### config.mk
export PLATFORM = sky130hd
export DESIGN_NAME = i2s_sim_conv
export DESIGN_NICKNAME = d
export VERILOG_FILES = /design/src/rtl/i2s_sim_pkg.sv /design/src/rtl/i2s_sim_sync.sv /design/src/rtl/i2s_sim_capture.sv /design/src/rtl/i2s_sim_xbuf.sv /design/src/rtl/i2s_sim_shifter.sv /design/src/rtl/i2s_sim_conv.sv
export SDC_FILE = /design/constraint.sdc
export NUM_CORES = 1
export LEC_CHECK = 0
export ABC_AREA = 1
export BUFFER_PORTS_ARGS = -buffer_cell sky130_fd_sc_hd__clkbuf_2
export CORE_ASPECT_RATIO = 0.6
export CORE_MARGIN = 5
export CORE_UTILIZATION = 37
export DETAILED_ROUTE_END_ITERATION = 12
export GPL_TIMING_DRIVEN = 0
export PLACE_DENSITY = 0.55
export RECOVER_POWER = 50
export SYNTH_ARGS = -nofsm -noshare
export SYNTH_HDL_FRONTEND = slang
export SYNTH_SLANG_ARGS = --single-unit
### constraint.sdc
create_clock -name clk -period 2.5 [get_ports clk]
set_input_delay 0.625 -clock clk [delete_from_list [all_inputs] [get_ports clk]]
set_output_delay 0.625 -clock clk [all_outputs]
set_load 0.02 [all_outputs]
### src/rtl/i2s_sim_pkg.sv
// Shared constants and types for the I2S to simultaneous converter.
// Assumes the frame holds exactly SAMPLE_W output periods of OUT_DIV ticks.
package i2s_sim_pkg;
    localparam int SLOT_W      = 32;
    localparam int SAMPLE_W    = 16;
    localparam int OUT_DIV     = 4;
    localparam int FRAME_TICKS = 2 * SLOT_W;
    localparam int POS_W       = $clog2(FRAME_TICKS);
    localparam int DIV_W       = $clog2(OUT_DIV);
    localparam int CNT_W       = $clog2(SAMPLE_W + 1);

    typedef logic [SAMPLE_W-1:0] sample_t;

    typedef struct packed {
        sample_t left;
        sample_t right;
    } pair_t;

    localparam sample_t MIDSCALE = {1'b1, {(SAMPLE_W-1){1'b0}}};
    localparam pair_t   MID_PAIR = '{left: MIDSCALE, right: MIDSCALE};
endpackage

### src/rtl/i2s_sim_sync.sv
// Brings the I2S lines into the system clock domain and makes a one-cycle
// tick on each rising bit-clock edge, along with the word select and data
// sampled there and a flag for a word-select transition.
// Assumes each bit-clock half period lasts at least STAGES+1 system clocks.
module i2s_sim_sync #(
    parameter int STAGES = 2
) (
    input  logic clk,
    input  logic rst_n,
    input  logic sck_i,
    input  logic ws_i,
    input  logic sd_i,
    output logic tick_o,
    output logic ws_o,
    output logic sd_o,
    output logic ws_edge_o
);
    logic [STAGES-1:0] sck_sh, ws_sh, sd_sh;
    logic sck_last, ws_last;

    // synchronizer chains for all three inputs
    always_ff @(posedge clk) begin
        if (!rst_n) begin
            sck_sh   <= '0;
            ws_sh    <= '0;
            sd_sh    <= '0;
            sck_last <= 1'b0;
        end else begin
            sck_sh   <= {sck_sh[STAGES-2:0], sck_i};
            ws_sh    <= {ws_sh[STAGES-2:0], ws_i};
            sd_sh    <= {sd_sh[STAGES-2:0], sd_i};
            sck_last <= sck_sh[STAGES-1];
        end
    end

    assign tick_o = sck_sh[STAGES-1] & ~sck_last;
    assign ws_o   = ws_sh[STAGES-1];
    assign sd_o   = sd_sh[STAGES-1];

    // word select seen at the previous tick
    always_ff @(posedge clk) begin
        if (!rst_n)      ws_last <= 1'b0;
        else if (tick_o) ws_last <= ws_o;
    end

    assign ws_edge_o = tick_o & (ws_o ^ ws_last);
endmodule

### src/rtl/i2s_sim_capture.sv
// Takes the 16 bits that follow each word-select transition, MSB first,
// inverts their MSB and pushes a pair once both slots of a frame are in.
// Assumes the left slot (word select low) comes before the right one.
module i2s_sim_capture
    import i2s_sim_pkg::*;
(
    input  logic  clk,
    input  logic  rst_n,
    input  logic  tick_i,
    input  logic  ws_i,
    input  logic  sd_i,
    input  logic  ws_edge_i,
    output logic  push_o,
    output pair_t pair_o
);
    logic [CNT_W-1:0] cnt;
    sample_t          sh;
    sample_t          left_q;
    logic             left_ok;
    sample_t          word;
    logic             last_bit;

    assign word     = {sh[SAMPLE_W-2:0], sd_i};
    assign last_bit = tick_i & ~ws_edge_i & (cnt == CNT_W'(SAMPLE_W - 1));

    // bit counter and shift register within one slot
    always_ff @(posedge clk) begin
        if (!rst_n) begin
            cnt <= CNT_W'(SAMPLE_W);
            sh  <= '0;
        end else if (tick_i) begin
            if (ws_edge_i) begin
                cnt <= '0;
            end else if (cnt < CNT_W'(SAMPLE_W)) begin
                sh  <= word;
                cnt <= cnt + 1'b1;
            end
        end
    end

    // holds the left word until its right partner is complete
    always_ff @(posedge clk) begin
        if (!rst_n) begin
            left_q  <= MIDSCALE;
            left_ok <= 1'b0;
        end else if (last_bit) begin
            if (!ws_i) begin
                left_q  <= word ^ MIDSCALE;
                left_ok <= 1'b1;
            end else begin
                left_ok <= 1'b0;
            end
        end
    end

    // registered hand-off of a complete pair
    always_ff @(posedge clk) begin
        if (!rst_n) begin
            push_o <= 1'b0;
            pair_o <= MID_PAIR;
        end else begin
            push_o <= last_bit & ws_i & left_ok;
            if (last_bit & ws_i) begin
                pair_o.left  <= left_q;
                pair_o.right <= word ^ MIDSCALE;
            end
        end
    end
endmodule

### src/rtl/i2s_sim_xbuf.sv
// Single-pair buffer between capture and shift-out. A push fills it and a
// frame-start pop empties it. When it is empty the reader gets midscale.
// Assumes at most one push per frame.
module i2s_sim_xbuf
    import i2s_sim_pkg::*;
(
    input  logic  clk,
    input  logic  rst_n,
    input  logic  push_i,
    input  pair_t pair_i,
    input  logic  pop_i,
    output pair_t pair_o
);
    pair_t slot;
    logic  full;

    // fill on push, drain on pop, push wins a collision
    always_ff @(posedge clk) begin
        if (!rst_n) begin
            slot <= MID_PAIR;
            full <= 1'b0;
        end else if (push_i) begin
            slot <= pair_i;
            full <= 1'b1;
        end else if (pop_i) begin
            full <= 1'b0;
        end
    end

    assign pair_o = full ? slot : MID_PAIR;
endmodule

### src/rtl/i2s_sim_shifter.sv
// Keeps track of the tick position in the frame, makes the divided bit clock
// and the latch strobe, and shifts both words out in parallel.
// Assumes frame_start_i is a tick where word select has just gone low.
module i2s_sim_shifter
    import i2s_sim_pkg::*;
(
    input  logic  clk,
    input  logic  rst_n,
    input  logic  tick_i,
    input  logic  frame_start_i,
    input  pair_t pair_i,
    output logic  pop_o,
    output logic  bck_o,
    output logic  le_o,
    output logic  dl_o,
    output logic  dr_o
);
    logic [POS_W-1:0] pos, pos_nx;
    logic             primed;
    logic             period_start;
    sample_t          shl, shr;

    assign pos_nx       = frame_start_i ? '0 : pos + 1'b1;
    assign period_start = (pos_nx[DIV_W-1:0] == '0);
    assign pop_o        = tick_i & (pos_nx == '0);

    // frame position, divided clock and alignment flag
    always_ff @(posedge clk) begin
        if (!rst_n) begin
            pos    <= '1;
            bck_o  <= 1'b0;
            primed <= 1'b0;
        end else if (tick_i) begin
            pos    <= pos_nx;
            bck_o  <= pos_nx[DIV_W-1];
            primed <= primed | frame_start_i;
        end
    end

    // latch strobe, changed only at the start of an output period
    always_ff @(posedge clk) begin
        if (!rst_n)                      le_o <= 1'b0;
        else if (tick_i && period_start) le_o <= frame_start_i & primed;
    end

    // parallel shift registers, loaded at frame start
    always_ff @(posedge clk) begin
        if (!rst_n) begin
            shl <= MIDSCALE;
            shr <= MIDSCALE;
        end else if (tick_i && period_start) begin
            if (pos_nx == '0) begin
                shl <= pair_i.left;
                shr <= pair_i.right;
            end else begin
                shl <= {shl[SAMPLE_W-2:0], 1'b0};
                shr <= {shr[SAMPLE_W-2:0], 1'b0};
            end
        end
    end

    assign dl_o = shl[SAMPLE_W-1];
    assign dr_o = shr[SAMPLE_W-1];
endmodule

### src/rtl/i2s_sim_conv.sv
// Top level: I2S input to a continuous divided bit clock, parallel
// left/right serial data and a per-frame latch strobe, one frame of latency.
// Assumes the system clock is well above four times the I2S bit clock.
module i2s_sim_conv
    import i2s_sim_pkg::*;
#(
    parameter int SYNC_STAGES = 2
) (
    input  logic clk,
    input  logic rst_n,
    input  logic sck_i,
    input  logic ws_i,
    input  logic sd_i,
    output logic bck_o,
    output logic le_o,
    output logic dl_o,
    output logic dr_o
);
    logic  bit_tick, ws_s, sd_s, ws_edge, frame_start;
    logic  push, pop;
    pair_t cap_pair, rd_pair;

    assign frame_start = ws_edge & ~ws_s;

    i2s_sim_sync #(.STAGES(SYNC_STAGES)) u_sync (
        .clk(clk), .rst_n(rst_n), .sck_i(sck_i), .ws_i(ws_i), .sd_i(sd_i),
        .tick_o(bit_tick), .ws_o(ws_s), .sd_o(sd_s), .ws_edge_o(ws_edge)
    );

    i2s_sim_capture u_cap (
        .clk(clk), .rst_n(rst_n), .tick_i(bit_tick), .ws_i(ws_s),
        .sd_i(sd_s), .ws_edge_i(ws_edge), .push_o(push), .pair_o(cap_pair)
    );

    i2s_sim_xbuf u_buf (
        .clk(clk), .rst_n(rst_n), .push_i(push), .pair_i(cap_pair),
        .pop_i(pop), .pair_o(rd_pair)
    );

    i2s_sim_shifter u_shf (
        .clk(clk), .rst_n(rst_n), .tick_i(bit_tick),
        .frame_start_i(frame_start), .pair_i(rd_pair), .pop_o(pop),
        .bck_o(bck_o), .le_o(le_o), .dl_o(dl_o), .dr_o(dr_o)
    );
endmodule

* Yosys cells after proc, flatten, opt, wreduce, memory -nomap -nowiden
Cells that the tools add are included.
** Storage, ports and cells
- Word-level logic and storage cells :: 57
- Bits in registers :: 152
- Output and inout bits :: 4
** Cells by class
- Add/sub/neg operators :: 2
- $lt $le $gt $ge :: 1
- Bitwise operators :: 15
- Reductions and logical operators :: 8
- Equal/unequal tests :: 1
- Muxes and demuxes :: 9
** Operators with widths (number)
- 16-bit 2-to-1 mux :: 2
- 32-bit 2-to-1 mux :: 1
- 5-bit 2-to-1 mux :: 2
- 1-bit AND :: 9
- 6-bit by 1-bit adder with 6-bit output (second input constant) :: 1
- 6-bit zero test :: 1
- 6-bit 2-to-1 mux :: 1
- 5-bit by 1-bit adder with 5-bit output (second input constant) :: 1
- 5-bit by 4-bit == test with 1-bit output (second input constant) :: 1
- 5-bit < comparator (second input constant) :: 1
- 1-bit inverter :: 4
- 2-bit AND reduction :: 2
- 2-bit nonzero test :: 2
- 1-bit 2-to-1 mux :: 3
- 3-bit AND reduction :: 1
- 2-bit zero test :: 1
- 1-bit logical AND :: 1
- 1-bit bitwise OR :: 1
- 1-bit XOR :: 1

* Logic depth before layout (Yosys ltp)
Gate-level depths: netlist of the first run.
- Depth after elaboration :: 9
- Gate-level depth with buffers :: 12

* Cells and area by module
From an unflattened synthesis of the first run, not the netlist that was laid out.
** Second synthesis, totals
- Cells, all modules :: 935
- Area total of the unflattened synthesis :: 6517.5 sq um
** By module, submodules not included
- i2s_sim_capture :: times used 1, area each 2737.6 sq um, cells each 381
- i2s_sim_shifter :: times used 1, area each 2100.8 sq um, cells each 306
- i2s_sim_xbuf :: times used 1, area each 1395.1 sq um, cells each 211
- i2s_sim_sync :: times used 1, area each 274.0 sq um, cells each 35
- i2s_sim_conv :: times used 1, area each 10.0 sq um, cells each 2

* Least setup slack after synthesis of the first run
Ideal clock, no wire load.
- Kind :: register to register
- Start :: register u_cap.cnt[0]
- End :: register u_cap.pair_o[15] (netlist name)
- Path buffers :: 2
- Cell stages (with the launch flop) :: 11
- Library setup time :: 119 ps
- Setup slack :: 778 ps
- Data arrival time :: 1603 ps
- Cell sequence :: dfxtp_1 > ha_1 > inv_1 > nor3_1 > ha_1 > nor3b_2 > nand2_1 > buf_2 > buf_2 > a21oi_1 > o21ai_1
** Between the ends
- Cells in the longest elaborated chain, start to end :: 3
** RTL lines
- start, declared :: RTL line i2s_sim_capture.sv:16 : logic [CNT_W-1:0] cnt;
- start signal, assigned :: RTL line i2s_sim_capture.sv:29 : cnt <= CNT_W'(SAMPLE_W);
- start signal, assigned :: RTL line i2s_sim_capture.sv:36 : cnt <= cnt + 1'b1;
- 5-bit by 4-bit == test with 1-bit output :: RTL line i2s_sim_capture.sv:24 : assign last_bit = tick_i & ~ws_edge_i & (cnt == CNT_W'(SAMPLE_W - 1));
- 1-bit AND :: RTL line i2s_sim_capture.sv:24
- 1-bit AND :: RTL line i2s_sim_capture.sv:63 : if (last_bit & ws_i) begin
- end, declared :: RTL line i2s_sim_capture.sv:14 : output pair_t pair_o
No other way between the ends.
A chain may end at the register's enable or synchronous reset.

* Worst setup path after layout of the first run
- Start :: register u_sync.sck_sh[1]
- End :: register u_buf.full
** Between the ends
- Cells in the longest elaborated chain, start to end :: 7
** RTL lines
- start, declared :: RTL line i2s_sim_sync.sv:18 : logic [STAGES-1:0] sck_sh, ws_sh, sd_sh;
- start signal, assigned :: RTL line i2s_sim_sync.sv:29 : sck_sh <= {sck_sh[STAGES-2:0], sck_i};
- 1-bit AND (*) :: RTL line i2s_sim_sync.sv:36 : assign tick_o = sck_sh[STAGES-1] & ~sck_last;
- 1-bit AND :: RTL line i2s_sim_sync.sv:46 : assign ws_edge_o = tick_o & (ws_o ^ ws_last);
- 1-bit AND :: RTL line i2s_sim_conv.sv:23 : assign frame_start = ws_edge & ~ws_s;
- 6-bit 2-to-1 mux :: RTL line i2s_sim_shifter.sv:23 : assign pos_nx = frame_start_i ? '0 : pos + 1'b1;
- 6-bit zero test :: RTL line i2s_sim_shifter.sv:25 : assign pop_o = tick_i & (pos_nx == '0);
- 1-bit AND (*) :: RTL line i2s_sim_shifter.sv:25
- 2-bit nonzero test (no source line) (*)
- end signal, assigned :: RTL line i2s_sim_xbuf.sv:21 : full <= 1'b0;
- end signal, assigned :: RTL line i2s_sim_xbuf.sv:24 : full <= 1'b1;
- end signal, assigned :: RTL line i2s_sim_xbuf.sv:26 : full <= 1'b0;
- end, declared :: RTL line i2s_sim_xbuf.sv:15 : logic full;
Mark *: on every way between the ends. The rest lies on a longest branch, timed or not.

==> flow_summary.html, run 1 <==
<table>
<tr><th>Metric</th><th>Value</th></tr>
<tr><th colspan="2">Critical path</th></tr>
<tr><td>Data arrival time at the worst-slack endpoint</td><td>2.54 ns</td></tr>
<tr><td>Critical path cell sequence</td><td>inv_2 &gt; nor2_8 &gt; nand2_1 &gt; o21ai_2 &gt; nand3_2 &gt; buf_6 &gt; nor2_2 &gt; buf_8 &gt; nand2_1 &gt; nand2_1 &gt; a21oi_1</td></tr>
<tr><td>Required time of the critical path</td><td>2.79 ns</td></tr>
<tr><td>Startpoint-to-endpoint class of the critical path</td><td>flop to flop</td></tr>
<tr><td>Crit-path most repeated cell</td><td>sky130_fd_sc_hd__nand2_1</td></tr>
<tr><td>Slowest Stage Delay on Critical Path</td><td>0.46 ns</td></tr>
<tr><td>Highest-delay cell along the critical path</td><td>sky130_fd_sc_hd__nor2_2</td></tr>
<tr><td>Worst Setup End Kind</td><td>flop</td></tr>
<tr><td>Maximum fanout encountered on the critical timing path</td><td>10</td></tr>
<tr><td>Type of element launching the critical path</td><td>flop</td></tr>
<tr><th colspan="2">Synthesis</th></tr>
<tr><td>Share of flip-flops with an asynchronous set or reset</td><td>0%</td></tr>
<tr><td>FF+latch count, synth</td><td>~150</td></tr>
<tr><td>Count of flip-flops with a built-in enable after synthesis</td><td>0</td></tr>
<tr><td>Number of instances in the synthesized netlist</td><td>844</td></tr>
<tr><td>Post-synthesis average cell area</td><td>7.41 µm²</td></tr>
<tr><td>Net Count, Synth</td><td>852</td></tr>
<tr><td>Synthesized area</td><td>between 0.006 and 0.007 mm²</td></tr>
<tr><td>Seq/Total Area, Yosys</td><td>approximately half</td></tr>
<tr><td>Number of different library cells in the post-synthesis netlist</td><td>33</td></tr>
<tr><td>Most used flip-flop cell after synthesis</td><td>sky130_fd_sc_hd__dfxtp_1</td></tr>
<tr><td>Yosys warning total</td><td>0</td></tr>
<tr><th colspan="2">Die</th></tr>
<tr><td>Floorplan die width</td><td>between 150 and 200 µm</td></tr>
<tr><td>Top-Level Pins</td><td>9</td></tr>
<tr><td>Initial cell density of the core</td><td>about two fifths</td></tr>
<tr><td>Core area</td><td>roughly 0.016 mm²</td></tr>
<tr><td>Row Count</td><td>36</td></tr>
<tr><td>Die area</td><td>~0.02 mm²</td></tr>
<tr><td>Vertical die dimension</td><td>roughly 110 µm</td></tr>
<tr><th colspan="2">Detailed routing</th></tr>
<tr><td>Via density</td><td>approximately 4.6</td></tr>
<tr><td>Initial DRT Pass Iterations</td><td>4</td></tr>
<tr><td>Final wirelength</td><td>~15 mm</td></tr>
<tr><td>Initial DRC count</td><td>about 270</td></tr>
<tr><td>Remaining number of nets flagged by the antenna check after routing</td><td>0</td></tr>
<tr><td>DRC violations left</td><td>0</td></tr>
<tr><td>Via total after detailed routing</td><td>roughly 5k</td></tr>
<tr><td>Detail-routed net length per standard cell</td><td>between 10 and 15 µm</td></tr>
<tr><th colspan="2">STA</th></tr>
<tr><td>Final Cycle Share</td><td>90.2%</td></tr>
<tr><td>Accumulated negative setup slack</td><td>0 ns</td></tr>
<tr><td>Max-slew violation total from the final report</td><td>0</td></tr>
<tr><td>Post-route setup slack</td><td>~0.24 ns</td></tr>
<tr><td>Worst relative slew slack</td><td>between 50% and 60%</td></tr>
<tr><td>Transition at the pin with the smallest max-transition slack</td><td>0.730 ns</td></tr>
<tr><td>Final critical delay including setup and external delays</td><td>roughly 2.3 ns</td></tr>
<tr><td>Fmax</td><td>between 400 and 500 MHz</td></tr>
<tr><td>Final hold violation count</td><td>0</td></tr>
<tr><td>RSZ-0062 raised after global routing</td><td>false</td></tr>
<tr><td>Setup-failing EPs final</td><td>0</td></tr>
<tr><td>Clock Skew</td><td>roughly 0.01 ns</td></tr>
<tr><th colspan="2">Cells and area</th></tr>
<tr><td>Layout net count</td><td>879</td></tr>
<tr><td>Area growth from synthesis to final layout</td><td>14.4%</td></tr>
<tr><td>Antenna diode count</td><td>0</td></tr>
<tr><td>Layout cell share with drive strength beyond 1</td><td>10.6%</td></tr>
<tr><th colspan="2">Flow run</th></tr>
<tr><td>Total of max-cap violations</td><td>0</td></tr>
<tr><th colspan="2">CTS</th></tr>
<tr><td>Number of CTS-inserted buffers</td><td>17</td></tr>
<tr><td>Buffer type at the clock tree root</td><td>sky130_fd_sc_hd__clkbuf_16</td></tr>
<tr><td>CTS hold repair buffers</td><td>0</td></tr>
<tr><td>Post_cts resized</td><td>0</td></tr>
<tr><td>Clock Pin Slew Worst Setup and Hold Paths</td><td>around 0.070 ns</td></tr>
<tr><td>Number of clock sinks seen by CTS</td><td>roughly 150</td></tr>
<tr><td>Number of buffers added for setup after CTS</td><td>0</td></tr>
<tr><td>Clock latency at the later pin of the worst-skew pair</td><td>around 0.42 ns</td></tr>
<tr><td>TritonCTS clock tree</td><td>done</td></tr>
<tr><td>H-tree depth</td><td>4</td></tr>
<tr><td>Clock Tree Buf Depth</td><td>2</td></tr>
<tr><th colspan="2">Power and ir drop</th></tr>
<tr><td>Power, Total</td><td>0.00557 W</td></tr>
<tr><td>P_leak</td><td>3.07 nW</td></tr>
<tr><td>Power per cell area</td><td>779 mW/mm²</td></tr>
<tr><td>Peak supply drop</td><td>about 0.51 mV</td></tr>
<tr><th colspan="2">Placement</th></tr>
<tr><td>Count of input and output buffers</td><td>8</td></tr>
<tr><td>Placer congestion estimate</td><td>about 0.82</td></tr>
<tr><td>Pre-CTS setup slack</td><td>between 0.3 and 0.4 ns</td></tr>
<tr><td>Detailed-placement wirelength estimate</td><td>around 11 mm</td></tr>
<tr><th colspan="2">Global routing</th></tr>
<tr><td>Global-route wire length before repair</td><td>between 20 and 30 mm</td></tr>
<tr><td>Overall fraction of global-route tracks in use</td><td>16.0%</td></tr>
<tr><td>Number of antenna violations at the first check in global routing</td><td>0</td></tr>
<tr><td>Vias in the first global route</td><td>around 4.8k</td></tr>
<tr><td>Global route total overflow</td><td>0</td></tr>
<tr><td>Maximum number of pins on one net before global-route repair</td><td>17</td></tr>
<tr><th colspan="2">Hold path</th></tr>
<tr><td>Min-delay worst type</td><td>input port to flop</td></tr>
<tr><th colspan="2">Outcome</th></tr>
<tr><td>Result of the run</td><td>completed</td></tr>
</table>
==> layer usage <==
layer	GRT usage (%)	share of wire [%]
met1	25.9	59
met2	20.1	37
met3	5.04	3.9
met4	3.55	0.64
met5	0	0
==> Yosys cell counts, types with 6 or more instances <==
cell / count / area share, %
sky130_fd_sc_hd__nand2_2: 27 / 2.7
sky130_fd_sc_hd__inv_1: 109 / 6.5
sky130_fd_sc_hd__a21oi_1: 95 / 7.6
sky130_fd_sc_hd__o21ai_1: 38 / 3.0
sky130_fd_sc_hd__clkbuf_1: 30 / 1.8
sky130_fd_sc_hd__nand2_1: 128 / 7.7
sky130_fd_sc_hd__nand3_1: 39 / 3.1
sky130_fd_sc_hd__dfxtp_1: 152 / 49
sky130_fd_sc_hd__nor2_1: 94 / 5.6
sky130_fd_sc_hd__inv_2: 6 / 0.36
sky130_fd_sc_hd__o21ai_0: 80 / 6.4
sky130_fd_sc_hd__buf_2: 14 / 1.1
==> logic make-up after synthesis <==
| family | Yosys count | synth area share [%] |
|---|---|---|
| simple gates | 301 | 21.4 |
| compound gates | 219 | 17.8 |
| buf+inv | 168 | 11.4 |
| flops | 152 | 48.7 |
| fa+ha+maj | 3 | 0.601 |
| xor+xnor | 1 | 0.140 |
==> state kept, by name, summed over array words and instances (netlist names), 2 cells and up <==
name           cells
u_buf.slot        32
u_cap.pair_o      32
u_cap.left_q      16
u_shf.shl         16
u_shf.shr         16
u_cap.sh          15
u_shf.pos          6
u_cap.cnt          5
u_sync.sck_sh      2
u_sync.sd_sh       2
u_sync.ws_sh       2
==> worst paths after layout <==
kind	from	endpoint	slack (ns)	cells after the start
setup / recovery	u_sync.sck_sh[1]	u_buf.full	0.24	11
hold / removal	sck_i	u_sync.sck_sh[0]	0.38	3
setup reg to reg	u_sync.sck_sh[1]	u_buf.full	0.24	11
hold reg to reg	u_sync.sck_sh[0]	u_sync.sck_sh[1]	0.41	2
==> power breakdown <==
group | leakage (nW) | switching [W] | internal [W]
sequential | 1.23 | 0.0000249 | 0.00246
clock | 0.299 | 0.00107 | 0.00161
combinational | 1.54 | 0.000273 | 0.000133
total | 3.07 | 0.00136 | 0.00421
==> critical path, delay by kind of cell, from the launching register on <==
family	cells	cell delay, ns
and+or+nand+nor	6	1.10
buffers and inverters	3	0.44
DFF	1	0.34
AOI/OAI and AO/OA	2	0.21
==> layout make-up <==
| cell class | count | area (µm²) |
|---|---|---|
| clock buffers | 19 | 443 |
| clock inverters | 13 | 169 |
| plain buffers | 53 | 278 |
| repair buffers | 8 | 33.8 |
| fillers | 1734 | 9240 |
| flip-flops and latches | 152 | 3040 |
| inverters | 115 | 432 |
| multi-input cells | 524 | 2470 |
| well taps | 228 | 285 |
==> layout by cell type (no fill, tap or decap), types with 5 or more instances in the layout <==
| cell type | netlist | final |
|---|---|---|
| sky130_fd_sc_hd__dfxtp_1 | 152 | 152 |
| sky130_fd_sc_hd__nand3_2 | 5 | 5 |
| sky130_fd_sc_hd__clkbuf_1 | 30 | 37 |
| sky130_fd_sc_hd__buf_2 | 14 | 13 |
| sky130_fd_sc_hd__o21ai_1 | 38 | 38 |
| sky130_fd_sc_hd__nand2_1 | 128 | 129 |
| sky130_fd_sc_hd__nor2_1 | 94 | 95 |
| sky130_fd_sc_hd__nand3_1 | 39 | 39 |
| sky130_fd_sc_hd__o21ai_0 | 80 | 80 |
| sky130_fd_sc_hd__inv_1 | 109 | 111 |
| sky130_fd_sc_hd__a21oi_1 | 95 | 95 |
| sky130_fd_sc_hd__nand2_2 | 27 | 27 |
| sky130_fd_sc_hd__clkbuf_16 | 0 | 17 |
==> metrics by stage <==
step	hold slack, ns	utilization (%)	instance area, µm²	cells
2_1_floorplan	0.390	-	6250	844
3_3_place_gp	0.396	40.1	6580	1080
3_5_place_dp	0.400	40.1	6580	1080
4_1_cts	0.364	43.8	7190	1112
5_1_grt	0.388	43.6	7150	1112
6_report	0.382	43.6	7150	1112
Power figures use the tool's default switching activity.
==> run 2, diff against run 1 <==
--- a/config.mk
+++ b/config.mk
@@ -6,14 +6,16 @@
 export NUM_CORES = 1
 export LEC_CHECK = 0
 export ABC_AREA = 1
-export BUFFER_PORTS_ARGS = -buffer_cell sky130_fd_sc_hd__clkbuf_2
+export BUFFER_PORTS_ARGS = -buffer_cell sky130_fd_sc_hd__buf_2
 export CORE_ASPECT_RATIO = 0.6
 export CORE_MARGIN = 5
 export CORE_UTILIZATION = 37
+export CTS_BUF_LIST = sky130_fd_sc_hd__clkbuf_16
 export DETAILED_ROUTE_END_ITERATION = 12
 export GPL_TIMING_DRIVEN = 0
 export PLACE_DENSITY = 0.55
 export RECOVER_POWER = 50
 export SYNTH_ARGS = -nofsm -noshare
 export SYNTH_HDL_FRONTEND = slang
+export SYNTH_HIERARCHICAL = 1
 export SYNTH_SLANG_ARGS = --single-unit
==> run 2 against run 1 <==
  * Utilization shrank 0.30 points
  * Maximum frequency shrank 3.5%
  * Setup slack lost 0.081 ns
  * Clock skew grew 0.0021 ns
  * Non-clock buffer count grew 4
  * Global-route usage shrank 0.55 points
  * Critical path depth grew 7
  * Synthesized cell count grew 11%
  * Flip-flop and latch count is the same
  * Critical endpoint is now u_shf/shr[4]
  * Largest cell class unchanged
  * Highest routed layer unchanged
==> flow_summary.html, run 2 <==
<table>
<tr><th>Metric</th><th>Value</th></tr>
<tr><th colspan="2">Outcome</th></tr>
<tr><td>Result of the run</td><td>completed (unchanged)</td></tr>
<tr><th colspan="2">CTS</th></tr>
<tr><td>Clock latency at the later pin of the worst-skew pair</td><td>0.42 ns (about the same)</td></tr>
<tr><td>TritonCTS clock tree</td><td>done (unchanged)</td></tr>
<tr><td>Number of CTS-inserted buffers</td><td>17 (unchanged)</td></tr>
<tr><td>Buffer type at the clock tree root</td><td>sky130_fd_sc_hd__clkbuf_16 (unchanged)</td></tr>
<tr><td>Number of clock sinks seen by CTS</td><td>152 (unchanged)</td></tr>
<tr><td>H-tree depth</td><td>4 (unchanged)</td></tr>
<tr><td>Clock Pin Slew Worst Setup and Hold Paths</td><td>0.07 ns (about the same)</td></tr>
<tr><td>Clock Tree Buf Depth</td><td>2 (unchanged)</td></tr>
<tr><th colspan="2">Critical path</th></tr>
<tr><td>Critical path cell sequence</td><td>inv_2 &gt; nor2_4 &gt; nand2_1 &gt; nor2_4 &gt; inv_1 &gt; nor2_4 &gt; inv_2 &gt; nand2_1 &gt; nor2_1 &gt; nor2_1 &gt; nand2_1 &gt; nor2_4 &gt; nand2_4 &gt; buf_6 &gt; nand2_1 &gt; nand3_1 &gt; nand2_1 &gt; inv_1 (was inv_2 &gt; nor2_8 &gt; nand2_1 &gt; o21ai_2 &gt; nand3_2 &gt; buf_6 &gt; nor2_2 &gt; buf_8 &gt; nand2_1 &gt; nand2_1 &gt; a21oi_1)</td></tr>
<tr><td>Crit-path most repeated cell</td><td>sky130_fd_sc_hd__nand2_1 (unchanged)</td></tr>
<tr><td>Slowest Stage Delay on Critical Path</td><td>0.35 ns (was 0.46 ns)</td></tr>
<tr><td>Startpoint-to-endpoint class of the critical path</td><td>flop to flop (unchanged)</td></tr>
<tr><td>Highest-delay cell along the critical path</td><td>sky130_fd_sc_hd__dfxtp_2 (was sky130_fd_sc_hd__nor2_2)</td></tr>
<tr><td>Data arrival time at the worst-slack endpoint</td><td>2.65 ns (was 2.54 ns)</td></tr>
<tr><td>Worst Setup End Kind</td><td>flop (unchanged)</td></tr>
<tr><td>Maximum fanout encountered on the critical timing path</td><td>10 (unchanged)</td></tr>
<tr><td>Type of element launching the critical path</td><td>flop (unchanged)</td></tr>
<tr><td>Required time of the critical path</td><td>2.81 ns (was 2.79 ns)</td></tr>
<tr><th colspan="2">Synthesis</th></tr>
<tr><td>Yosys warning total</td><td>6 (was 0)</td></tr>
<tr><td>Library cell occupying the most area in the post-synthesis netlist</td><td>sky130_fd_sc_hd__dfxtp_1 (unchanged)</td></tr>
<tr><td>Share of flip-flops with an asynchronous set or reset</td><td>0% (unchanged)</td></tr>
<tr><td>Most frequent cell after synthesis</td><td>sky130_fd_sc_hd__nand2_1 (was sky130_fd_sc_hd__dfxtp_1)</td></tr>
<tr><td>Most used flip-flop cell after synthesis</td><td>sky130_fd_sc_hd__dfxtp_1 (unchanged)</td></tr>
<tr><td>Post-synthesis average cell area</td><td>6.97 µm² (was 7.41 µm²)</td></tr>
<tr><td>Area fraction of the dominant cell type after synthesis</td><td>46.7% (was 48.7%)</td></tr>
<tr><td>Number of instances in the synthesized netlist</td><td>935 (was 844)</td></tr>
<tr><td>Number of different library cells in the post-synthesis netlist</td><td>28 (was 33)</td></tr>
<tr><td>Most instantiated cells after synthesis</td><td>sky130_fd_sc_hd__nand2_1, sky130_fd_sc_hd__nor2_1, sky130_fd_sc_hd__dfxtp_1, sky130_fd_sc_hd__inv_1, sky130_fd_sc_hd__nand3_1 (was sky130_fd_sc_hd__dfxtp_1, sky130_fd_sc_hd__nand2_1, sky130_fd_sc_hd__inv_1, sky130_fd_sc_hd__a21oi_1, sky130_fd_sc_hd__nor2_1)</td></tr>
<tr><td>FF+latch count, synth</td><td>152 (unchanged)</td></tr>
<tr><td>Synthesized area</td><td>0.00652 mm² (was 0.00625 mm²)</td></tr>
<tr><td>Seq/Total Area, Yosys</td><td>46.7% (was 48.7%)</td></tr>
<tr><td>Top cells by area in the synthesized netlist</td><td>sky130_fd_sc_hd__dfxtp_1, sky130_fd_sc_hd__nand2_1, sky130_fd_sc_hd__nor2_1, sky130_fd_sc_hd__inv_1, sky130_fd_sc_hd__nand3_1 (was sky130_fd_sc_hd__dfxtp_1, sky130_fd_sc_hd__nand2_1, sky130_fd_sc_hd__a21oi_1, sky130_fd_sc_hd__inv_1, sky130_fd_sc_hd__o21ai_0)</td></tr>
<tr><td>Count of flip-flops with a built-in enable after synthesis</td><td>0 (unchanged)</td></tr>
<tr><td>Net Count, Synth</td><td>943 (was 852)</td></tr>
<tr><th colspan="2">Placement</th></tr>
<tr><td>Pre-CTS setup slack</td><td>-0.165 ns (was 0.301 ns)</td></tr>
<tr><td>Number of placed cells counting well taps</td><td>1,177 (was 1,080)</td></tr>
<tr><td>Placed standard-cell area</td><td>0.00685 mm² (was 0.00658 mm²)</td></tr>
<tr><td>Placer congestion estimate</td><td>0.813 (was 0.823)</td></tr>
<tr><td>Count of input and output buffers</td><td>8 (unchanged)</td></tr>
<tr><td>Detailed-placement wirelength estimate</td><td>10.8 mm (was 11.0 mm)</td></tr>
<tr><th colspan="2">Flow run</th></tr>
<tr><td>Total of max-cap violations</td><td>0 (unchanged)</td></tr>
<tr><th colspan="2">Die</th></tr>
<tr><td>Floorplan die width</td><td>181 µm (was 178 µm)</td></tr>
<tr><td>Top-Level Pins</td><td>9 (unchanged)</td></tr>
<tr><td>Die area</td><td>0.0205 mm² (was 0.0197 mm²)</td></tr>
<tr><td>Core area</td><td>0.0172 mm² (was 0.0164 mm²)</td></tr>
<tr><td>Row Count</td><td>37 (was 36)</td></tr>
<tr><td>Initial cell density of the core</td><td>37.8% (was 38.1%)</td></tr>
<tr><td>Vertical die dimension</td><td>113 µm (was 111 µm)</td></tr>
<tr><th colspan="2">STA</th></tr>
<tr><td>Max-slew violation total from the final report</td><td>0 (unchanged)</td></tr>
<tr><td>Final Cycle Share</td><td>93.5% (was 90.2%)</td></tr>
<tr><td>Post-route setup slack</td><td>0.163 ns (was 0.245 ns)</td></tr>
<tr><td>RSZ-0062 raised after global routing</td><td>true (was false)</td></tr>
<tr><td>Accumulated negative setup slack</td><td>0 ns (unchanged)</td></tr>
<tr><td>Clock Skew</td><td>0.0119 ns (was 0.00975 ns)</td></tr>
<tr><td>Fmax</td><td>428 MHz (was 443 MHz)</td></tr>
<tr><td>Final critical delay including setup and external delays</td><td>2.34 ns (was 2.26 ns)</td></tr>
<tr><td>Worst relative slew slack</td><td>40.5% (was 51.3%)</td></tr>
<tr><td>Transition at the pin with the smallest max-transition slack</td><td>0.892 ns (was 0.730 ns)</td></tr>
<tr><td>Setup-failing EPs final</td><td>0 (unchanged)</td></tr>
<tr><td>Final hold violation count</td><td>0 (unchanged)</td></tr>
<tr><th colspan="2">Detailed routing</th></tr>
<tr><td>Via total after detailed routing</td><td>5,519 (was 5,120)</td></tr>
<tr><td>Remaining number of nets flagged by the antenna check after routing</td><td>0 (unchanged)</td></tr>
<tr><td>Detail-routed net length per standard cell</td><td>12.2 µm (was 13.5 µm)</td></tr>
<tr><td>Initial DRT Pass Iterations</td><td>5 (was 4)</td></tr>
<tr><td>Via density</td><td>4.55 (was 4.60)</td></tr>
<tr><td>DRC violations left</td><td>0 (unchanged)</td></tr>
<tr><td>Final wirelength</td><td>14.9 mm (was 15.0 mm)</td></tr>
<tr><td>Initial DRC count</td><td>352 (was 272)</td></tr>
<tr><th colspan="2">Cells and area</th></tr>
<tr><td>Sequential cell area</td><td>0.00305 mm² (was 0.00304 mm²)</td></tr>
<tr><td>Area growth from synthesis to final layout</td><td>14.5% (was 14.4%)</td></tr>
<tr><td>Post-layout utilization of the core</td><td>43.3% (was 43.6%)</td></tr>
<tr><td>Layout cell share with drive strength beyond 1</td><td>9.59% (was 10.6%)</td></tr>
<tr><td>Antenna diode count</td><td>0 (unchanged)</td></tr>
<tr><td>Leading cell types in the layout, fill and taps excluded</td><td>sky130_fd_sc_hd__nand2_1, sky130_fd_sc_hd__nor2_1, sky130_fd_sc_hd__dfxtp_1, sky130_fd_sc_hd__inv_1, sky130_fd_sc_hd__nand3_1 (was sky130_fd_sc_hd__dfxtp_1, sky130_fd_sc_hd__nand2_1, sky130_fd_sc_hd__inv_1, sky130_fd_sc_hd__nor2_1, sky130_fd_sc_hd__a21oi_1)</td></tr>
<tr><td>Most frequent standard cell in the layout excluding fill and tap cells</td><td>sky130_fd_sc_hd__nand2_1 (was sky130_fd_sc_hd__dfxtp_1)</td></tr>
<tr><td>Registers with the most flip-flops</td><td>u_buf/slot x32, u_cap/pair_o x32 (was u_buf.slot x32, u_cap.pair_o x32)</td></tr>
<tr><td>Final Non-Filler Cells</td><td>1,214 (was 1,112)</td></tr>
<tr><td>Final non-filler cell area</td><td>0.00746 mm² (was 0.00715 mm²)</td></tr>
<tr><td>Multi-input gate area in the final layout</td><td>0.00270 mm² (was 0.00247 mm²)</td></tr>
<tr><td>Layout net count</td><td>975 (was 879)</td></tr>
<tr><td>Number of fill cells</td><td>1,900 (was 1,734)</td></tr>
<tr><th colspan="2">Global routing</th></tr>
<tr><td>Global route total overflow</td><td>0 (unchanged)</td></tr>
<tr><td>Met1 track utilization from global routing</td><td>24.2% (was 25.9%)</td></tr>
<tr><td>Busiest layer in global routing</td><td>met1 (unchanged)</td></tr>
<tr><td>Vias in the first global route</td><td>5,234 (was 4,818)</td></tr>
<tr><td>GR Util met2</td><td>20.7% (was 20.1%)</td></tr>
<tr><td>Global-route wire length before repair</td><td>25.8 mm (was 25.1 mm)</td></tr>
<tr><td>Number of antenna violations at the first check in global routing</td><td>0 (unchanged)</td></tr>
<tr><td>Maximum number of pins on one net before global-route repair</td><td>17 (unchanged)</td></tr>
<tr><td>Routing usage on met3</td><td>4.30% (was 5.04%)</td></tr>
<tr><td>Overall fraction of global-route tracks in use</td><td>15.5% (was 16.0%)</td></tr>
<tr><th colspan="2">Power and ir drop</th></tr>
<tr><td>Peak supply drop</td><td>0.459 mV (was 0.513 mV)</td></tr>
<tr><td>Power per cell area</td><td>708 mW/mm² (was 779 mW/mm²)</td></tr>
<tr><td>P_leak</td><td>3.86 nW (was 3.07 nW)</td></tr>
<tr><th colspan="2">Hold path</th></tr>
<tr><td>Min-delay worst type</td><td>input port to flop (unchanged)</td></tr>
</table>
[run 2: changes by cell type after synthesis, sizes merged, moves of 2 or more]
cell,change
inv,+13
a21oi,-76
buf,+11
nand4,+2
clkbuf,-12
nand2,+45
o21a,+26
nand3,+31
nand3b,+2
o21ai,-49
nor2,+102
[run 2: metal layers]
| layer | wire, µm | vias up |
|---|---|---|
| met2 | 5490 | 71 |
| met1 | 8670 | 2499 |
| met4 | 87 | 0 |
| met3 | 611 | 10 |
| met5 | 0 | - |
| li1 | - | 2939 |
[run 2: power breakdown]
part           total [W]  internal (W)  switching (W)  leakage, nW
clock network    0.00243       0.00137        0.00106        0.266
logic           0.000369      0.000122       0.000247         2.36
registers        0.00248       0.00246      0.0000236         1.23
total            0.00528       0.00395        0.00133         3.86
[run 2: worst paths after layout]
check                        start              end  slack (ns)  cells past startpoint
setup / recovery  u_sync/sck_sh[1]     u_shf/shr[4]        0.16                     18
hold / removal                ws_i  u_sync/ws_sh[0]        0.38                      3
setup reg to reg  u_sync/sck_sh[1]     u_shf/shr[4]        0.16                     18
hold reg to reg    u_sync/sd_sh[0]  u_sync/sd_sh[1]        0.41                      2
[run 2: critical path: cells and delay by family (launching register included)]
family                 cells  cell delay, ns
buffers and inverters      5            0.42
flip-flops                 1            0.35
AND/OR/NAND/NOR           13            1.45
[run 2: area by class of cell]
| type | instances | share of cell area (%) |
|---|---|---|
| inverter | 129 | 6.54 |
| clock buffer | 17 | 5.70 |
| sequential | 152 | 40.8 |
| clock inverter | 15 | 1.76 |
| multi-input combinational | 602 | 36.1 |
| buffer | 52 | 4.16 |
| tap | 234 | 3.92 |
| timing repair buffer | 13 | 0.956 |
[run 2: what timing repair did]
item                       CTS  global route
cloned                       0             0
resized for setup            3             5
buffers inserted             0             5
setup endpoints to repair   33            33
hold buffers                 0             0
pin swaps                    0             4
[run 2: cells by family (layout without fill, tap and decap cells)]
group	after synthesis	in the layout	synth area share [%]
and+or+nand+nor	481	481	30.4
adders and majority gates	3	3	0.576
DFF	152	152	46.7
buffers and inverters	181	226	12.2
AOI/OAI and AO/OA	118	118	10.2
[run 2: per-stage QoR]
step	hold WS, ns	total power [W]
2_1_floorplan	0.390	0.00279
3_3_place_gp	0.396	0.00289
3_5_place_dp	0.403	0.00289
4_1_cts	0.363	0.00534
5_1_grt	0.400	0.00552
6_report	0.381	0.00528
==> run 3, diff against run 2 <==
--- a/config.mk
+++ b/config.mk
@@ -6,13 +6,12 @@
 export NUM_CORES = 1
 export LEC_CHECK = 0
 export ABC_AREA = 1
-export BUFFER_PORTS_ARGS = -buffer_cell sky130_fd_sc_hd__buf_2
+export BUFFER_PORTS_ARGS = -buffer_cell sky130_fd_sc_hd__buf_4
 export CORE_ASPECT_RATIO = 0.6
 export CORE_MARGIN = 5
 export CORE_UTILIZATION = 37
 export CTS_BUF_LIST = sky130_fd_sc_hd__clkbuf_16
 export DETAILED_ROUTE_END_ITERATION = 12
-export GPL_TIMING_DRIVEN = 0
 export PLACE_DENSITY = 0.55
 export RECOVER_POWER = 50
 export SYNTH_ARGS = -nofsm -noshare
==> run 3 against run 2 <==
  * Combinational power fell by 12%
  * Critical path type is now input port to flop
  * First-iteration DRC count is 8.8% lower
  * Final cell count is 3.6% lower
  * Clock power grew 5%
  * Routed wire length down 11%
  * Maximum frequency is 5.6% higher
  * Critical path depth shrank 14
  * Clock skew down 0.0049 ns
  * Largest cell class unchanged
  * Final area shrank 3.1%
  * Sequential power about the same
  * Flip-flop and latch count did not move
  * Global-route usage fell by 1.6 points
==> flow_summary.html, run 3 (synthesized netlist as in run 2, its figures left out) <==
<table>
<tr><th>Metric</th><th>Value</th></tr>
<tr><th colspan="2">Critical path</th></tr>
<tr><td>Required time of the critical path</td><td>2.84 ns (was 2.81 ns)</td></tr>
<tr><td>Buffer and inverter count on the worst path</td><td>2 (was 5)</td></tr>
<tr><td>Type of element launching the critical path</td><td>input port (was flop)</td></tr>
<tr><td>Worst Setup End Kind</td><td>flop (unchanged)</td></tr>
<tr><td>Data arrival time at the worst-slack endpoint</td><td>2.56 ns (was 2.65 ns)</td></tr>
<tr><td>Startpoint-to-endpoint class of the critical path</td><td>input port to flop (was flop to flop)</td></tr>
<tr><td>Maximum fanout encountered on the critical timing path</td><td>55 (was 10)</td></tr>
<tr><td>Highest-delay cell along the critical path</td><td>sky130_fd_sc_hd__buf_2 (was sky130_fd_sc_hd__dfxtp_2)</td></tr>
<tr><td>Critical path cell sequence</td><td>clkbuf_1 &gt; buf_2 &gt; o21ai_0 &gt; a21oi_1 (was inv_2 &gt; nor2_4 &gt; nand2_1 &gt; nor2_4 &gt; inv_1 &gt; nor2_4 &gt; inv_2 &gt; nand2_1 &gt; nor2_1 &gt; nor2_1 &gt; nand2_1 &gt; nor2_4 &gt; nand2_4 &gt; buf_6 &gt; nand2_1 &gt; nand3_1 &gt; nand2_1 &gt; inv_1)</td></tr>
<tr><td>Slowest Stage Delay on Critical Path</td><td>0.84 ns (was 0.35 ns)</td></tr>
<tr><td>Top delay family on crit path</td><td>buffers and inverters (was simple AND/OR/NAND/NOR gates)</td></tr>
<tr><th colspan="2">CTS</th></tr>
<tr><td>Clock Tree Buf Depth</td><td>2 (unchanged)</td></tr>
<tr><td>Clock Pin Slew Worst Setup and Hold Paths</td><td>0.06 ns (was 0.07 ns)</td></tr>
<tr><td>Buffer type at the clock tree root</td><td>sky130_fd_sc_hd__clkbuf_16 (unchanged)</td></tr>
<tr><td>TritonCTS clock tree</td><td>done (unchanged)</td></tr>
<tr><td>Number of buffers added for setup after CTS</td><td>0 (unchanged)</td></tr>
<tr><td>Clock latency at the later pin of the worst-skew pair</td><td>0.41 ns (was 0.42 ns)</td></tr>
<tr><td>H-tree depth</td><td>4 (unchanged)</td></tr>
<tr><td>Number of clock sinks seen by CTS</td><td>152 (unchanged)</td></tr>
<tr><td>Number of CTS-inserted buffers</td><td>17 (unchanged)</td></tr>
<tr><th colspan="2">Detailed routing</th></tr>
<tr><td>DRC violations left</td><td>0 (unchanged)</td></tr>
<tr><td>Initial DRC count</td><td>321 (was 352)</td></tr>
<tr><td>Remaining number of nets flagged by the antenna check after routing</td><td>0 (unchanged)</td></tr>
<tr><td>Initial DRT Pass Iterations</td><td>4 (was 5)</td></tr>
<tr><td>Via density</td><td>4.53 (was 4.55)</td></tr>
<tr><td>Detail-routed net length per standard cell</td><td>11.4 µm (was 12.2 µm)</td></tr>
<tr><td>Via total after detailed routing</td><td>5,301 (was 5,519)</td></tr>
<tr><td>Final wirelength</td><td>13.3 mm (was 14.9 mm)</td></tr>
<tr><th colspan="2">STA</th></tr>
<tr><td>Fmax</td><td>452 MHz (was 428 MHz)</td></tr>
<tr><td>Final hold violation count</td><td>0 (unchanged)</td></tr>
<tr><td>RSZ-0062 raised after global routing</td><td>false (was true)</td></tr>
<tr><td>Max-slew violation total from the final report</td><td>0 (unchanged)</td></tr>
<tr><td>Setup-failing EPs final</td><td>0 (unchanged)</td></tr>
<tr><td>Worst relative slew slack</td><td>35.3% (was 40.5%)</td></tr>
<tr><td>Accumulated negative setup slack</td><td>0 ns (unchanged)</td></tr>
<tr><td>Clock Skew</td><td>0.00699 ns (was 0.0119 ns)</td></tr>
<tr><td>Post-route setup slack</td><td>0.287 ns (was 0.163 ns)</td></tr>
<tr><td>Transition at the pin with the smallest max-transition slack</td><td>0.970 ns (was 0.892 ns)</td></tr>
<tr><td>Final Cycle Share</td><td>88.5% (was 93.5%)</td></tr>
<tr><td>Final critical delay including setup and external delays</td><td>2.21 ns (was 2.34 ns)</td></tr>
<tr><th colspan="2">Global routing</th></tr>
<tr><td>Number of antenna violations at the first check in global routing</td><td>0 (unchanged)</td></tr>
<tr><td>Global route total overflow</td><td>0 (unchanged)</td></tr>
<tr><td>Global-route wire length before repair</td><td>24.2 mm (was 25.8 mm)</td></tr>
<tr><td>Overall fraction of global-route tracks in use</td><td>13.9% (was 15.5%)</td></tr>
<tr><td>Vias in the first global route</td><td>5,308 (was 5,234)</td></tr>
<tr><td>Maximum number of pins on one net before global-route repair</td><td>65 (was 17)</td></tr>
<tr><th colspan="2">Cells and area</th></tr>
<tr><td>Layout cell share with drive strength beyond 1</td><td>6.20% (was 9.59%)</td></tr>
<tr><td>Antenna diode count</td><td>0 (unchanged)</td></tr>
<tr><td>Registers with the most flip-flops</td><td>u_buf/slot x32, u_cap/pair_o x32 (unchanged)</td></tr>
<tr><td>Area growth from synthesis to final layout</td><td>11.0% (was 14.5%)</td></tr>
<tr><td>Sequential cell area</td><td>0.00304 mm² (was 0.00305 mm²)</td></tr>
<tr><td>Most frequent standard cell in the layout excluding fill and tap cells</td><td>sky130_fd_sc_hd__nand2_1 (unchanged)</td></tr>
<tr><td>Multi-input gate area in the final layout</td><td>0.00269 mm² (was 0.00270 mm²)</td></tr>
<tr><td>Leading cell types in the layout, fill and taps excluded</td><td>sky130_fd_sc_hd__nand2_1, sky130_fd_sc_hd__nor2_1, sky130_fd_sc_hd__dfxtp_1, sky130_fd_sc_hd__inv_1, sky130_fd_sc_hd__nand3_1 (unchanged)</td></tr>
<tr><td>Number of fill cells</td><td>1,844 (was 1,900)</td></tr>
<tr><td>Layout net count</td><td>931 (was 975)</td></tr>
<tr><th colspan="2">Placement</th></tr>
<tr><td>Pre-CTS setup slack</td><td>0.172 ns (was -0.165 ns)</td></tr>
<tr><td>Placer congestion estimate</td><td>0.770 (was 0.813)</td></tr>
<tr><td>Count of input and output buffers</td><td>8 (unchanged)</td></tr>
<tr><td>Detailed-placement wirelength estimate</td><td>8.26 mm (was 10.8 mm)</td></tr>
<tr><th colspan="2">Hold path</th></tr>
<tr><td>Min-delay worst type</td><td>input port to flop (unchanged)</td></tr>
<tr><th colspan="2">Die</th></tr>
<tr><td>Vertical die dimension</td><td>113 µm (unchanged)</td></tr>
<tr><td>Row Count</td><td>37 (unchanged)</td></tr>
<tr><td>Initial cell density of the core</td><td>37.8% (unchanged)</td></tr>
<tr><td>Floorplan die width</td><td>181 µm (unchanged)</td></tr>
<tr><td>Core area</td><td>0.0172 mm² (unchanged)</td></tr>
<tr><td>Top-Level Pins</td><td>9 (unchanged)</td></tr>
<tr><td>Die area</td><td>0.0205 mm² (unchanged)</td></tr>
<tr><th colspan="2">Outcome</th></tr>
<tr><td>Result of the run</td><td>completed (unchanged)</td></tr>
<tr><th colspan="2">Power and ir drop</th></tr>
<tr><td>P_leak</td><td>3.73 nW (was 3.86 nW)</td></tr>
<tr><td>Power, Total</td><td>0.00536 W (was 0.00528 W)</td></tr>
<tr><td>Peak supply drop</td><td>0.462 mV (was 0.459 mV)</td></tr>
<tr><td>Power per cell area</td><td>741 mW/mm² (was 708 mW/mm²)</td></tr>
<tr><th colspan="2">Flow run</th></tr>
<tr><td>Total of max-cap violations</td><td>0 (unchanged)</td></tr>
</table>
-- run 3: cell types whose count changed in the layout (fill, tap and decap cells not counted), sizes merged --
cell	delta
buf	-27
clkbuf	-17
inv	-3
bufinv	+2
clkinv	+2
clkinvlp	-1
-- run 3: final timing paths --
check                   startpoint                to  slack (ns)  depth (start not counted)
hold / removal                ws_i   u_sync/ws_sh[0]        0.39                          3
setup / recovery             rst_n      u_shf/shl[0]        0.29                          4
setup reg to reg   u_sync/ws_sh[1]      u_shf/shr[5]        0.32                         15
hold reg to reg   u_sync/sck_sh[0]  u_sync/sck_sh[1]        0.42                          2
-- run 3: power breakdown --
part           internal, W  total [W]  switching (W)
combinational    0.0000963   0.000323       0.000226
clock              0.00155    0.00255       0.000995
sequential         0.00246    0.00249      0.0000245
total              0.00411    0.00536        0.00125
-- run 3: metal layers --
layer | vias to the layer above | global-route usage, % | part of all wire (%)
met2 | 42 | 22.5 | 44
li1 | 2844 | - | -
met1 | 2406 | 18.6 | 53
met5 | - | 0 | 0
met3 | 9 | 3.24 | 2.4
met4 | 0 | 4.35 | 0.59
-- run 3: worst reg2reg max path: cells and delay by family (launching register included) --
kind          cells  cell delay [ns]
flops             1             0.48
simple gates     11             1.12
buf+inv           4             0.53
-- run 3: cell type report --
cell class                      count  area share (%)
Clock buffer                       17            5.88
Clock inverter                     15            2.23
Inverter                          129            6.70
Multi-Input combinational cell    602            37.2
Sequential cell                   152            42.1
Tap cell                          234            4.05
Timing Repair Buffer               21            1.89
-- run 3: timing repair --
| action | in CTS | in global routing |
|---|---|---|
| gates resized for setup | 0 | 1 |
| setup endpoints to repair | 0 | 31 |
| hold buffers | 0 | 0 |
-- run 3: through the flow --
stage | area (µm²) | cells | utilization [%] | hold WS, ns
after floorplan | 6520 | 935 | - | 0.390
after global placement | 6690 | 1138 | 38.8 | 0.403
after detailed placement | 6690 | 1138 | 38.8 | 0.406
after CTS | 7280 | 1170 | 42.3 | 0.373
after global routing | 7230 | 1170 | 42.0 | 0.382
final | 7230 | 1170 | 42.0 | 0.389
